File: src/rtl/fcd_pkg.sv
package fcd_pkg;

  typedef enum logic [3:0] {
    M_READ  = 4'd0,
    M_UNLK1 = 4'd1,
    M_UNLK2 = 4'd2,
    M_PWAIT = 4'd3,
    M_ES0   = 4'd4,
    M_ES1   = 4'd5,
    M_ES2   = 4'd6,
    M_AUTO  = 4'd7,
    M_PBUSY = 4'd8,
    M_EBUSY = 4'd9,
    M_SUSP  = 4'd10,
    M_ERR   = 4'd11
  } fcd_mode_e;

  typedef enum logic [1:0] {
    RS_ARRAY  = 2'd0,
    RS_STATUS = 2'd1,
    RS_IDENT  = 2'd2
  } fcd_rsel_e;

  localparam int CMD_AW = 11;
  localparam logic [CMD_AW-1:0] A_FIRST  = 11'h555;
  localparam logic [CMD_AW-1:0] A_SECOND = 11'h2AA;
  localparam logic [7:0] D_KEY1   = 8'hAA;
  localparam logic [7:0] D_KEY2   = 8'h55;
  localparam logic [7:0] D_RESET  = 8'hF0;
  localparam logic [7:0] D_PROG   = 8'hA0;
  localparam logic [7:0] D_ESETUP = 8'h80;
  localparam logic [7:0] D_SECT   = 8'h30;
  localparam logic [7:0] D_CHIP   = 8'h10;
  localparam logic [7:0] D_SUSP   = 8'hB0;
  localparam logic [7:0] D_IDENT  = 8'h90;

  typedef struct packed {
    logic key1;
    logic key2;
    logic prog;
    logic esetup;
    logic ident;
    logic sect;
    logic chip;
    logic reset;
    logic susp;
  } fcd_evt_t;

  function automatic logic cycle_is(input logic [CMD_AW-1:0] a, input logic [7:0] d,
                                    input logic [CMD_AW-1:0] ea, input logic [7:0] ed);
    return (a == ea) && (d == ed);
  endfunction

  function automatic logic sector_hit(input logic [7:0] rd_sec, input logic [7:0] er_sec,
                                      input logic all_sec);
    return all_sec || (rd_sec == er_sec);
  endfunction

endpackage

File: src/rtl/fcd_cmd_match.sv
module fcd_cmd_match
  import fcd_pkg::*;
(
  input  logic              wr_stb,
  input  logic [CMD_AW-1:0] cmd_addr,
  input  logic [7:0]        wr_data,
  output fcd_evt_t          evt
);
  always_comb begin
    evt        = '0;
    evt.key1   = wr_stb && cycle_is(cmd_addr, wr_data, A_FIRST, D_KEY1);
    evt.key2   = wr_stb && cycle_is(cmd_addr, wr_data, A_SECOND, D_KEY2);
    evt.prog   = wr_stb && cycle_is(cmd_addr, wr_data, A_FIRST, D_PROG);
    evt.esetup = wr_stb && cycle_is(cmd_addr, wr_data, A_FIRST, D_ESETUP);
    evt.ident  = wr_stb && cycle_is(cmd_addr, wr_data, A_FIRST, D_IDENT);
    evt.chip   = wr_stb && cycle_is(cmd_addr, wr_data, A_FIRST, D_CHIP);
    evt.sect   = wr_stb && (wr_data == D_SECT);
    evt.reset  = wr_stb && (wr_data == D_RESET);
    evt.susp   = wr_stb && (wr_data == D_SUSP);
  end
endmodule

File: src/rtl/fcd_fsm.sv
module fcd_fsm
  import fcd_pkg::*;
#(
  parameter int AW = 16,
  parameter int SW = 4
) (
  input  logic          clk,
  input  logic          rst_n,
  input  logic          lowv_rst,
  input  logic          wr_stb,
  input  logic [AW-1:0] wr_addr,
  input  logic [7:0]    wr_data,
  input  fcd_evt_t      evt,
  input  logic          eng_done,
  input  logic          eng_timeout,
  output fcd_mode_e     mode,
  output logic          in_susp,
  output logic [SW-1:0] susp_sec,
  output logic          susp_all,
  output logic          start_prog,
  output logic          start_sec_erase,
  output logic          start_chip_erase,
  output logic          req_suspend,
  output logic          req_resume,
  output logic [AW-1:0] op_addr,
  output logic [7:0]    op_data
);
  fcd_mode_e nxt, base;
  logic go_prog, go_sec, go_chip, go_susp, go_res;

  always_comb begin
    nxt     = mode;
    base    = in_susp ? M_SUSP : M_READ;
    go_prog = 1'b0;
    go_sec  = 1'b0;
    go_chip = 1'b0;
    go_susp = 1'b0;
    go_res  = 1'b0;
    unique case (mode)
      M_READ:  if (evt.key1) nxt = M_UNLK1;
      M_UNLK1: if (wr_stb) nxt = evt.key2 ? M_UNLK2 : base;
      M_UNLK2: if (wr_stb) begin
        if (evt.prog)                    nxt = M_PWAIT;
        else if (evt.esetup && !in_susp) nxt = M_ES0;
        else if (evt.ident && !in_susp)  nxt = M_AUTO;
        else                             nxt = base;
      end
      M_PWAIT: if (wr_stb) begin
        nxt     = M_PBUSY;
        go_prog = 1'b1;
      end
      M_ES0:   if (wr_stb) nxt = evt.key1 ? M_ES1 : M_READ;
      M_ES1:   if (wr_stb) nxt = evt.key2 ? M_ES2 : M_READ;
      M_ES2:   if (wr_stb) begin
        if (evt.chip) begin
          nxt = M_EBUSY; go_chip = 1'b1;
        end else if (evt.sect) begin
          nxt = M_EBUSY; go_sec = 1'b1;
        end else begin
          nxt = M_READ;
        end
      end
      M_AUTO:  if (evt.reset) nxt = M_READ;
      M_PBUSY: begin
        if (eng_timeout)   nxt = M_ERR;
        else if (eng_done) nxt = base;
      end
      M_EBUSY: begin
        if (eng_timeout)   nxt = M_ERR;
        else if (eng_done) nxt = M_READ;
        else if (evt.susp) begin
          nxt = M_SUSP; go_susp = 1'b1;
        end
      end
      M_SUSP: begin
        if (evt.sect) begin
          nxt = M_EBUSY; go_res = 1'b1;
        end else if (evt.key1) begin
          nxt = M_UNLK1;
        end
      end
      M_ERR:   if (evt.reset) nxt = M_READ;
      default: nxt = M_READ;
    endcase
  end

  // Suspend context survives only through the states reachable from suspend.
  function automatic logic keep_susp(input fcd_mode_e n, input logic cur);
    if (n == M_SUSP) return 1'b1;
    if (n == M_UNLK1 || n == M_UNLK2 || n == M_PWAIT || n == M_PBUSY) return cur;
    return 1'b0;
  endfunction

  always_ff @(posedge clk or negedge rst_n) begin
    if (!rst_n) begin
      mode             <= M_READ;
      in_susp          <= 1'b0;
      susp_sec         <= '0;
      susp_all         <= 1'b0;
      start_prog       <= 1'b0;
      start_sec_erase  <= 1'b0;
      start_chip_erase <= 1'b0;
      req_suspend      <= 1'b0;
      req_resume       <= 1'b0;
      op_addr          <= '0;
      op_data          <= '0;
    end else if (lowv_rst) begin
      mode             <= M_READ;
      in_susp          <= 1'b0;
      start_prog       <= 1'b0;
      start_sec_erase  <= 1'b0;
      start_chip_erase <= 1'b0;
      req_suspend      <= 1'b0;
      req_resume       <= 1'b0;
    end else begin
      mode             <= nxt;
      in_susp          <= keep_susp(nxt, in_susp);
      start_prog       <= go_prog;
      start_sec_erase  <= go_sec;
      start_chip_erase <= go_chip;
      req_suspend      <= go_susp;
      req_resume       <= go_res;
      if (go_prog) begin
        op_addr <= wr_addr;
        op_data <= wr_data;
      end
      if (go_sec || go_chip) begin
        op_addr  <= wr_addr;
        susp_sec <= wr_addr[AW-1 -: SW];
        susp_all <= go_chip;
      end
    end
  end
endmodule

File: src/rtl/fcd_read_sel.sv
module fcd_read_sel
  import fcd_pkg::*;
#(
  parameter int SW = 4
) (
  input  fcd_mode_e     mode,
  input  logic          in_susp,
  input  logic [SW-1:0] susp_sec,
  input  logic          susp_all,
  input  logic [SW-1:0] rd_sec,
  output fcd_rsel_e     rd_sel
);
  logic hit;
  assign hit = sector_hit(8'(rd_sec), 8'(susp_sec), susp_all);

  always_comb begin
    unique case (mode)
      M_AUTO:                  rd_sel = RS_IDENT;
      M_PBUSY, M_EBUSY, M_ERR: rd_sel = RS_STATUS;
      default:                 rd_sel = (in_susp && hit) ? RS_STATUS : RS_ARRAY;
    endcase
  end
endmodule

File: src/rtl/flashcmd_decoder.sv
module flashcmd_decoder
  import fcd_pkg::*;
#(
  parameter int AW = 16,
  parameter int SW = 4
) (
  input  logic          clk,
  input  logic          rst_n,
  input  logic          lowv_rst,
  input  logic          wr_stb,
  input  logic [AW-1:0] wr_addr,
  input  logic [7:0]    wr_data,
  input  logic [AW-1:0] rd_addr,
  input  logic          eng_done,
  input  logic          eng_timeout,
  output logic [3:0]    mode,
  output logic [1:0]    rd_sel,
  output logic          start_prog,
  output logic          start_sec_erase,
  output logic          start_chip_erase,
  output logic          req_suspend,
  output logic          req_resume,
  output logic [AW-1:0] op_addr,
  output logic [7:0]    op_data
);
  fcd_evt_t      evt;
  fcd_mode_e     mode_q;
  fcd_rsel_e     rsel;
  logic          in_susp, susp_all;
  logic [SW-1:0] susp_sec;

  fcd_cmd_match u_match (
    .wr_stb  (wr_stb),
    .cmd_addr(wr_addr[CMD_AW-1:0]),
    .wr_data (wr_data),
    .evt     (evt)
  );

  fcd_fsm #(.AW(AW), .SW(SW)) u_fsm (
    .clk             (clk),
    .rst_n           (rst_n),
    .lowv_rst        (lowv_rst),
    .wr_stb          (wr_stb),
    .wr_addr         (wr_addr),
    .wr_data         (wr_data),
    .evt             (evt),
    .eng_done        (eng_done),
    .eng_timeout     (eng_timeout),
    .mode            (mode_q),
    .in_susp         (in_susp),
    .susp_sec        (susp_sec),
    .susp_all        (susp_all),
    .start_prog      (start_prog),
    .start_sec_erase (start_sec_erase),
    .start_chip_erase(start_chip_erase),
    .req_suspend     (req_suspend),
    .req_resume      (req_resume),
    .op_addr         (op_addr),
    .op_data         (op_data)
  );

  fcd_read_sel #(.SW(SW)) u_rsel (
    .mode    (mode_q),
    .in_susp (in_susp),
    .susp_sec(susp_sec),
    .susp_all(susp_all),
    .rd_sec  (rd_addr[AW-1 -: SW]),
    .rd_sel  (rsel)
  );

  assign mode   = mode_q;
  assign rd_sel = rsel;
endmodule

File: config.mk
export PLATFORM = sky130hd
export DESIGN_NAME = flashcmd_decoder
export DESIGN_NICKNAME = d
export VERILOG_FILES = /design/src/rtl/fcd_pkg.sv /design/src/rtl/fcd_cmd_match.sv /design/src/rtl/fcd_fsm.sv /design/src/rtl/fcd_read_sel.sv /design/src/rtl/flashcmd_decoder.sv
export SDC_FILE = /design/constraint.sdc
export NUM_CORES = 1
export LEC_CHECK = 0
export CORE_AREA = 2 2 109 58
export DETAILED_ROUTE_END_ITERATION = 8
export DIE_AREA = 0 0 111 60
export PLACE_DENSITY = 0.78
export SETUP_SLACK_MARGIN = 0.15
export SYNTH_ARGS = -nofsm -noshare
export SYNTH_HDL_FRONTEND = slang
export SYNTH_SLANG_ARGS = --single-unit
export TNS_END_PERCENT = 10
File: constraint.sdc
create_clock -name clk -period 2.1 [get_ports clk]
set_clock_uncertainty 0.05 [all_clocks]
set_input_delay 0.42 -clock clk [delete_from_list [all_inputs] [get_ports clk]]
set_output_delay 0.42 -clock clk [all_outputs]
set_load 0.02 [all_outputs]
==> results.txt, run 1 <==
Static timing analysis puts the maximum clock frequency at 457 MHz. The complex-gate fraction of the synthesized area is 11.7%. The tools report the net count after synthesis as 260. Summing internal, switching and leakage power gives 1.78 mW. For this configuration, the core starts out at a cell density of 38.7%. After clock tree synthesis, the flow added hold-fix buffers numbering 0.

The run gives 43.7% as the portion of the post-synthesis area used by sequential elements. The largest stage delay on the critical path is 0.31 ns. The clock tree synthesis step divided the H-tree into 2 levels.

The maximum resistive drop on vdd is 0.000326 V, and the xor/xnor share of the synthesized area is 1.57%. The tools report the final worst slack as -0.0903 ns. The min-delay analysis places its worst path in the category input port to async pin. The insertion delay to the later sink of the worst-skew pair was 0.29 ns; the minimum period implied by the final worst setup slack was 2.19 ns.

The die covers 6660 um2. The worst setup path is launched from an input port. The final critical path takes up 104% of the cycle. Global routing used 26.6% of the available tracks.

Net switching is 25.7% of the power. The arrival time of data at the critical path endpoint is 2.33 ns. In this run the static leakage power is 1.85 nW. Once layout is complete, the cells apart from fillers number 434.

The number of antenna violations at the first check in global routing was 0; the average instance area after synthesis was 10.4 um2. The final reports fail on negative setup slack. In the routed layout, each cell is associated on average with a via count of 5.73. In this run, placement finished with an instance count of 400. Counting flops and latches in the post-synthesis netlist gives 39.

For the tightest hold margin, the log shows 0.210 ns. Once layout is done, the placed cells without fillers occupy 4020 um2. Walking the worst path, the cells encountered are buf_6 > nand4bb_4 > buf_6 > nor4_4 > buf_4 > nand4b_1 > a211oi_2 > o211a_1 > buf_4 > buf_4 > nor2_1.

In this run the remaining antenna-violating nets after routing total 0. The first TritonRoute pass finished after 5 iterations. The logs give -0.750 ns for the pre-CTS worst setup slack and 2,495 for the number of global-route vias before repair. Per report_power, the clock group accounts for 43.3% of the total. The core outline area came out at 5780 um2. Relative to the synthesized area, the layout overhead comes to 80.0%. Setup repair after global routing could not meet its margin everywhere. The tools report the final-report hold violation count as 0.

By instance count, the cell type seen most on the critical path is buf_4. Routed wirelength normalized by instance count: 20.1 um. Number of remaining DRC errors: 0. The tools report the DRC marker count from the first detailed-route iteration as 287. Row count: 20. The tools report the buffer cell driving the clock tree root as clkbuf_16.

After clock tree synthesis, the clock-pin slew on the worst setup and hold paths is 0.06 ns. The final net count is 402. The cell area reported after detailed placement is 3400 um2. Summing every instance area after synthesis gives 2230 um2. The synthesized netlist devotes 25.7% of its cell area to simple gates. The die is 60 um tall. The count of flip-flops with a built-in enable after synthesis is 0, and the routed via count is 2,486. The multi-input combinational cells in the finished layout cover a total of 1520 um2. The repair_antennas step left the layout with diodes totalling 0. The flow ran to the end, but the final reports show violations. For this design, the sink count on the clock tree is 39. The Yosys step of the flow raised 0 warnings. After synthesis, the most frequently instantiated cells are 39 x dfrtp_1, 20 x mux2_1, 17 x nor2_1. For the number of buffers added by the clock tree synthesis step, the log shows 5. The critical path is of the input port to flop type.

Yosys attributes the largest share of cell area to dfrtp_1 44%, mux2_1 10%, mux2_2 3.5%. dfrtp_1 takes more of the synthesized area than any other cell. Post-synthesis async set-or-reset flop share: 100%. The adder and majority gate portion of the synthesized area works out to 0%. The congestion estimate from routability-driven global placement came to 1.04. The first global-routing pass estimated 13,300 um of wire.

Counting distinct cell types in the post-synthesis netlist gives 50. Counting the fill cells in the layout gives 425. The logs give 0 for the count of final max-slew check failures and 0.457 mW for the switching component of the power. At the pin with the least slew margin, the transition time is 0.906 ns. Measured against its own limit, the worst slew margin works out to 39.6%. Setup violations remaining at the end of the flow were counted as 2. In this run the horizontal extent of the chip is 111 um.

The sequential cell area in the final layout was 978 um2; the count of pins on the block boundary was 81. Summed over all nets, the half-perimeter wirelength after detailed placement is 5700 um. The top flip-flop cell by instance count after synthesis was dfrtp_1. The tools report the max-cap violation count as 0. The residual overflow from global routing is 0.

The clock passes through at most 2 buffers. On the critical path, the stage with the largest delay is an instance of a211oi_2. The fraction of layout instances using a drive strength above 1 is 48.2%. Largest family of logic cells by synthesized area: simple AND/OR/NAND/NOR gates. In the final timing run, aggregate negative setup slack is -0.170 ns.

The area share of the largest cell type after synthesis is 43.7%, and the power per cell area is 443 nW/um2. Most common cell in the netlist: dfrtp_1. The worst setup path is captured at a flop. At the worst endpoint, the required time is 2.23 ns. In the synthesized netlist, mux cells make up 13.6% of the area. The maximum fanout along the worst path works out to 3.

Combinational cells account for 14.2% of the total power. The internal portion of the total power is 1.32 mW. The portion of total power attributed to sequential cells was 42.5%; the final wirelength was 8750 um. After technology mapping, the gate count stands at 214. The logs give 69.6% for the share of the core filled with cells in the final layout and 40 for the maximum number of pins on one net before global-route repair. TritonCTS built the clock tree.

The count of buffers added on input and output ports is 68.
[cell type report]
| type | instances | share of cell area (%) |
|---|---|---|
| Tap cell | 77 | 2.40 |
| Multi-Input combinational cell | 157 | 37.7 |
| Clock buffer | 5 | 3.11 |
| Sequential cell | 39 | 24.3 |
| Inverter | 6 | 0.560 |
| Timing Repair Buffer | 147 | 31.4 |
| Clock inverter | 3 | 0.498 |
[per-layer routing]
| metal | global-route usage, % | routed length [um] |
|---|---|---|
| met3 | 9.23 | 894 |
| met2 | 39.0 | 3670 |
| met5 | 0 | 0 |
| met1 | 36.8 | 4030 |
| met4 | 9.46 | 150 |
[worst paths after layout]
path | endpoint | slack (ns) | startpoint | cells past startpoint
worst max register to register | u_fsm.in_susp | -0.04 | u_fsm.mode[1] | 7
min in group clk | u_fsm.op_data[7] | 0.34 | wr_data[7] | 2
max in group asynchronous | u_fsm.mode[3] | 1.18 | rst_n | 1
worst min-delay path | u_fsm.susp_all | 0.21 | rst_n | 1
worst min register to register | u_fsm.op_data[5] | 0.44 | u_fsm.op_data[5] | 2
worst max-delay path | u_fsm.mode[3] | -0.09 | wr_addr[5] | 11
[worst max-delay path, delay by kind of cell]
| family | cells | cell delay [ns] |
|---|---|---|
| compound gates | 2 | 0.57 |
| simple gates | 4 | 0.69 |
| buf+inv | 5 | 0.65 |
[repair_timing]
action                                 in CTS  in global routing
setup buffers                              13                 13
pin swaps                                  35                 27
gates cloned                                0                  0
setup endpoints to repair                  29                 30
endpoints found under the hold margin       0                  0
resized for setup                         109                 63
[logic make-up (layout without fill, tap and decap cells)]
| kind of cell | Yosys count | count (layout) |
|---|---|---|
| AOI/OAI and AO/OA | 35 | 35 |
| and+or+nand+nor | 91 | 91 |
| xor gates and xnor gates | 4 | 4 |
| muxes | 27 | 27 |
| DFF | 39 | 39 |
| buffers and inverters | 18 | 161 |
[state kept, by name (all words and copies together) (netlist names)]
register and flops:
u_fsm.op_addr 16, u_fsm.op_data 8, u_fsm.mode 4, u_fsm.susp_sec 4, u_fsm.in_susp 1, u_fsm.req_resume 1, u_fsm.req_suspend 1, u_fsm.start_chip_erase 1
u_fsm.start_prog 1, u_fsm.start_sec_erase 1, u_fsm.susp_all 1
[power by group through the flow]
stage               Clock (mW)  Combinational [mW]  Sequential [mW]
CTS                      0.780               0.217            0.758
global placement             0               0.204            0.771
detailed placement           0               0.207            0.772
global route             0.823               0.268            0.758
floorplan                    0              0.0448            0.777
finish                   0.771               0.253            0.758
[layout by cell type (no fill, tap or decap), types with 5 or more instances in the layout]
| master | n |
|---|---|
| dlygate4sd2_1 | 6 |
| buf_6 | 15 |
| buf_2 | 10 |
| buf_4 | 69 |
| mux2_2 | 7 |
| nor2_1 | 13 |
| clkdlybuf4s50_1 | 37 |
| nand4b_1 | 6 |
| nand2_1 | 9 |
| mux2_4 | 9 |
| mux2_1 | 11 |
| clkbuf_16 | 5 |
| nand3_1 | 10 |
| dfrtp_1 | 37 |
No activity file was read; power rests on OpenSTA's default activity.
==> run 2, diff against run 1 <==
Settings changed: CORE_AREA 2 2 109 58 to 2 2 103 55, DIE_AREA 0 0 111 60 to 0 0 105 57, PLACE_DENSITY 0.78 to 0.82.
Clock period 2.1 ns to 2.4 ns, I/O delays scaled along.
==> results.txt, run 2 (same netlist as run 1, synthesis figures left out) <==
At the worst endpoint, the arrival time is 2.41 ns. The count of nets left with antenna violations after detail routing is 0, and the number of flip-flops under the largest register name is 16. Across the run, the number of max-cap violations was 0. STA classifies the critical path startpoint as an input port.

The run gives 0 as the quantity of hold-fixing buffers added after cts. TritonCTS built the clock tree. In the layout the commonest cells are 56 x buf_4, 43 x clkdlybuf4s50_1, 38 x dfrtp_1. The count of pins on the block boundary is 81. Setup repair after global routing could not meet its margin everywhere.

For this block, the initial DRC count from the detailed router was 208. The detailed-router iteration count before antenna repair was 5; the count of final max-slew check failures was 0. The total of buffers placed on input and output ports came out at 68. The register ranked first by flip-flop count is u_fsm.op_addr.

The share of the core filled with cells in the final layout was 70.0%; the portion of total power attributed to sequential cells was 50.1%. Row generation in the floorplan step produced 19 rows. The worst pin sits at a relative slew slack of 42.1%. Using the TritonRoute via totals, the vias-per-cell ratio works out to 5.56.

For this design the total switching power over the nets is 0.354 mW. VDD sags by at most 0.000345 V. The logs give 39 for the count of clock tree sinks and 0 for the final-report hold violation count. The congestion estimate from routability-driven global placement came to 0.956.

For the final number of setup-violating endpoints, the log shows 0. 0 antenna diodes ended up in the layout. The proportion of power drawn by the clock network was 35.7%; the final net count was 383. The source of the critical timing path is wr_addr[9]. The placed instance count is 397, and the effective utilization at floorplan is 43.1%. After global routing the overflow that remains totals 0. Net switching is 26.8% of the power.

The first global-routing pass estimated 11,700 um of wire. The maximum fanout along the worst path works out to 4. Class of the most critical hold timing path: input port to async pin.

Across all register-to-register paths, the minimum setup slack is 0.25 ns. Entering global routing, the biggest net connects 40 pins. The internal power was 0.966 mW. The largest registers in the layout are u_fsm.op_addr (16), u_fsm.op_data (8). The library cell used most frequently in the layout, excluding fill and tap cells, is buf_4. Once layout is complete, the cells apart from fillers number 411. Final wirelength: 7360 um. The capturing element type of the critical path is a flop.

The portion of the clock cycle consumed by the worst path in the final layout works out to 93.5%. Critical path class: input port to flop. Fill cells in the final layout number 417. Combinational logic burns 14.2% of the power. For this design the ratio of total power to cell area is 364 nW/um2. The clock reaches the later pin of the worst-skew pair after 0.30 ns. The die width was 105 um. The capture point of the worst reg-to-reg path is u_fsm.op_addr[7]. At the worst endpoint, the required time is 2.56 ns. The run finished with clean final reports. Clock-pin slew was measured on the worst setup and hold paths at 0.09 ns. After routing the design area is 3630 um2.

Buffers inserted during clock tree synthesis total 5. Cells with a size suffix above 1 make up 35.5% of the layout. Tightest hold margin: 0.239 ns. The number of cells on the worst reg-to-reg path was 7; the area taken by multi-input logic gates was 1330 um2. Routed wirelength normalized by instance count: 17.9 um. The routed layout has 2,286 vias.

Height of the die: 57 um. The run gives 2,249 as the number of global-route vias before repair. Global-route usage over all layers: 25.2%. In this run the clock root is driven by a clkbuf_8. The area growth from synthesis to final layout works out to 62.3%.

The final worst slack came out at 0.156 ns. The minimum period implied by the final worst setup slack works out to 2.24 ns. At the placement stage, the worst setup path has a slack of -0.448 ns. The HPWL after detailed placement is 5490 um.

The logs give 2 for the maximum buffer depth of the clock tree and 977 um2 for the sequential cell area in the final layout. Based on the critical path, the design can be clocked at up to 446 MHz. The core outline area is 5180 um2, and the transition at the pin with the smallest max-transition slack is 0.868 ns.

After detailed routing, the number of remaining DRC violations is 0. The tools report the leakage power as 1.63 nW. The clock tree synthesis step divided the H-tree into 2 levels.

In this run the critical register-to-register path is launched from u_fsm.mode[3]. The cell area reported after detailed placement was 3370 um2. The number of antenna violations at the first check in global routing is 0, and the die area is 5990 um2.
run 2: cell types whose count changed in the layout (fill, tap and decap cells not counted), sizes merged:
cell / previous run / this run
clkdlybuf4s15: 1 / 3
clkinv: 1 / 0
clkbuf: 9 / 11
buf: 97 / 64
inv: 6 / 7
clkdlybuf4s50: 37 / 43
dlygate4sd2: 6 / 9
dlymetal6s2s: 2 / 3
run 2: worst max path at each step:
stage                                to  slack (ns)  cells past startpoint
final                     u_fsm.in_susp        0.16                      8
after global routing      u_fsm.in_susp        0.09                      9
after CTS                     rd_sel[0]       -0.01                      6
after detailed placement  u_fsm.in_susp       -0.45                      8
after global placement    u_fsm.in_susp       -0.44                      8
after floorplan           u_fsm.in_susp        0.15                      7
run 2: worst max-delay path, cell delays in order:
cell           delay [ns]
dlygate4sd2_1        0.28
nand3b_1             0.21
o311a_4              0.34
a2111o_1             0.32
a41oi_2              0.27
a311oi_2             0.09
and3b_1              0.20
nor4_2               0.20
run 2: final cells by class:
class	instances	area share, %
Inverter	6	0.621
Clock inverter	3	0.656
Multi-Input combinational cell	157	36.5
Timing Repair Buffer	128	30.8
Clock buffer	5	1.90
Sequential cell	39	26.9
Tap cell	73	2.52
run 2: repair_timing:
action,in CTS,in global routing
endpoints found under the setup margin,27,14
gates resized for setup,53,30
endpoints found under the hold margin,0,0
pin swaps,19,23
setup buffers,4,2
run 2: power groups by stage:
stage	clock network, mW	registers, mW	logic, mW
CTS	0.486	0.662	0.177
detailed placement	0	0.675	0.177
finish	0.472	0.662	0.187
global route	0.520	0.663	0.200
floorplan	0	0.680	0.0387
global placement	0	0.675	0.174
run 2: stage by stage:
step	total power, mW	setup TNS, ns
floorplan	0.719	0
global placement	0.849	-6.06
detailed placement	0.852	-7.35
CTS	1.32	-0.0113
global route	1.38	0
finish	1.32	0
run 2: per-layer routing:
| layer | global-route usage (%) | vias up | share of wire (%) | wire, um |
|---|---|---|---|---|
| met5 | 0 | - | 0 | 0 |
| met4 | 4.00 | 0 | 1.2 | 87 |
| met3 | 6.86 | 12 | 10 | 755 |
| met2 | 36.1 | 140 | 41 | 3000 |
| met1 | 38.9 | 1083 | 48 | 3520 |
| li1 | - | 1051 | - | - |
==> run 3, diff against run 2 <==
Settings changed: CELL_PAD_IN_SITES_DETAIL_PLACEMENT from default to 0, CELL_PAD_IN_SITES_GLOBAL_PLACEMENT from default to 1, CORE_AREA 2 2 103 55 to 2 2 118 63, DIE_AREA 0 0 105 57 to 0 0 120 65.
==> results.txt, run 3 (same netlist as run 1, synthesis figures left out) <==
The average via count per standard cell came out at 5.11. The floorplan step set the die height to 65 um. Counting every sink on the clock net gives 39. The effective utilization at floorplan is 32.3%.

For the final-report hold violation count, the log shows 0. The run gives 0 as the residual overflow from global routing. Once layout is done, the placed cells without fillers occupy 3880 um2.

The worst register-to-register path ends at u_fsm.in_susp. Buffers inserted to repair hold after CTS numbered 0. The register with the most flip-flops in the final layout is u_fsm.op_addr. For this design the ratio of total power to cell area is 428 nW/um2. The logs give 12,600 um for the global-route wire length before repair and 393 for the final net count.

The number of cells on the worst reg-to-reg path is 7. The class of the most critical hold timing path is input port to async pin. The run gives 5480 um as the sum of net half-perimeters after detailed placement. The tools report the startpoint of the most critical register-to-register path as u_fsm.mode[2].

81 I/O pins were placed. After detailed placement, the total cell area comes to 3420 um2. In this run, CTS created clock tree buffers numbering 5. Measured against its own limit, the worst slew margin works out to 65.7%. Setup repair after global routing could not meet its margin everywhere. The register with the most flip-flops in the layout has 16 of them. Area growth from synthesis to final layout: 73.6%. The DRC marker count from the first detailed-route iteration is 154.

The first detailed-routing pass took 4 iterations. Setup total negative slack on the finished layout was measured at 0 ns. The transition at the pin with the smallest max-transition slack came out at 0.515 ns. The global placement routability congestion was 0.971. VDD sags by at most 0.000268 V.

Once placement completed, the tool counted placed cells totaling 423. The run finished with clean final reports. The detail route stage leaves a number of antenna-violating nets equal to 0. The repair_antennas step left the layout with diodes totalling 0. The largest registers in the layout are u_fsm.op_addr (16), u_fsm.op_data (8). Following the worst setup path forward leads to its endpoint at u_fsm.in_susp. Tracing the worst setup path back leads to its startpoint at wr_addr[10]. Maximum fanout along the worst path: 2. Wire segments on met3 add up to 810 um in the final route. The portion of the clock cycle consumed by the worst path in the final layout was 92.0%; the count of final max-slew check failures was 0.

The H-tree was split into 2 levels. The worst setup path is captured at a flop. Signal routing reaches up to met4.

The arrival time of data at the critical path endpoint is 2.35 ns, and the total of buffers placed on input and output ports is 68. After detailed routing, the met2 layer carries 2950 um of wire. The library cell used most frequently in the layout, excluding fill and tap cells, is buf_4. After detailed routing, the wire length on met1 is 3780 um. Entering global routing, the biggest net connects 40 pins. The routed via count is 2,268, and the final number of setup-violating endpoints is 0. After filler insertion, the fill cell instance count of the layout stands at 608.

The smallest clock period supported by the final layout is computed as 2.21 ns. In this run the deepest clock path goes through 2 buffers. Dividing the detail-routed wire length by the instance count gives 17.1 um. The tool flagged a number of max-cap violations equal to 0. The post-CTS clock slew at the launch and capture registers of the worst setup and hold paths is 0.06 ns, and the final wirelength is 7580 um.

Number of global-route vias before repair: 2,349. The die covers 7800 um2. TritonCTS built the clock tree. The initialized floorplan defines 22 standard-cell rows.

The floorplan step defined a core boundary enclosing 6910 um2. The run gives 444 as the post-layout instance count excluding filler cells. The number of antenna violations at the first check in global routing came out at 0. The fraction of layout instances using a drive strength above 1 is 39.9%. The startpoint type of the worst setup path is an input port. For the worst endpoint required time, the log shows 2.54 ns. For the worst-skew pair, the clock arrives at the later sink with an insertion delay of 0.28 ns. Buffer cell driving the clock tree root: clkbuf_16.

Once layout is complete, the utilization of the core stands at 56.1%. The critical path is of the input port to flop type. The leakage power is 1.76 nW.

The die width is 120 um, and the number of remaining DRC errors is 0. The library cells used most frequently in the layout, excluding fill and tap cells, are 65 x buf_4, 40 x clkdlybuf4s50_1, 37 x dfrtp_1. Static timing analysis puts the maximum clock frequency at 453 MHz. The reg2reg setup slack was 0.29 ns. Global routing consumed, over all layers together, 21.2% of the routing resources.
run 3: cell count changes in the layout (fill, tap and decap cells not counted), moves of 2 or more:
cell / before / now
buf_4: 56 / 65
clkbuf_16: 0 / 5
clkbuf_2: 6 / 10
clkbuf_8: 5 / 1
buf_6: 4 / 7
clkdlybuf4s50_1: 43 / 40
a31oi_4: 0 / 2
clkdlybuf4s15_1: 3 / 1
clkinvlp_4: 2 / 0
dlygate4sd2_1: 9 / 7
dlymetal6s2s_1: 3 / 5
nand3_2: 3 / 1
nor2_2: 0 / 2
run 3: timing repair:
action,in CTS,in global routing
resized for setup,66,39
setup buffers,11,2
setup endpoints to repair,27,20
gates cloned,0,0
pin swaps,27,24
run 3: stage by stage:
stage	hold WS [ns]	setup WS [ns]	power, mW
3_3_place_gp	0.417	-0.469	0.855
4_1_cts	0.226	0.0746	1.67
3_5_place_dp	0.424	-0.489	0.857
5_1_grt	0.247	0.0989	1.73
2_1_floorplan	0.134	0.153	0.719
6_report	0.203	0.192	1.66
run 3: critical path, stage by stage:
cell	delay (ns)
dlygate4sd2_1	0.25
nand4bb_4	0.14
o311a_4	0.41
a2111o_1	0.30
a41oi_2	0.24
a311oi_2	0.08
and3b_1	0.19
nor4_2	0.24
run 3: final cells by class:
cell class | count | area [um2] | area share [%]
clock buffers | 6 | 139 | 3.58
clock inverters | 2 | 35.0 | 0.903
inverters | 6 | 22.5 | 0.581
multi-input cells | 157 | 1400 | 36.2
flip-flops and latches | 39 | 978 | 25.2
well taps | 96 | 120 | 3.10
repair buffers | 138 | 1180 | 30.5
run 3: power breakdown:
part           switching, mW  leakage (nW)  internal, mW  total [mW]
registers            0.00182         0.541         0.661       0.663
clock network          0.285        0.0868         0.518       0.803
logic                 0.0949          1.13         0.101       0.196
total                  0.382          1.76          1.28        1.66
run 3: worst min path at each step:
| stage | to |
|---|---|
| floorplan | u_fsm.in_susp |
| global placement | u_fsm.op_data[5] |
| detailed placement | u_fsm.op_addr[8] |
| CTS | u_fsm.req_resume |
| global route | u_fsm.start_prog |
| finish | u_fsm.req_resume |
run 3: per-layer routing:
metal  vias to the layer above  global-route usage, %
li1                       1077                      -
met1                      1079                   32.0
met2                       107                   29.2
met3                         5                   6.69
met4                         0                   3.97
met5                         -                      0
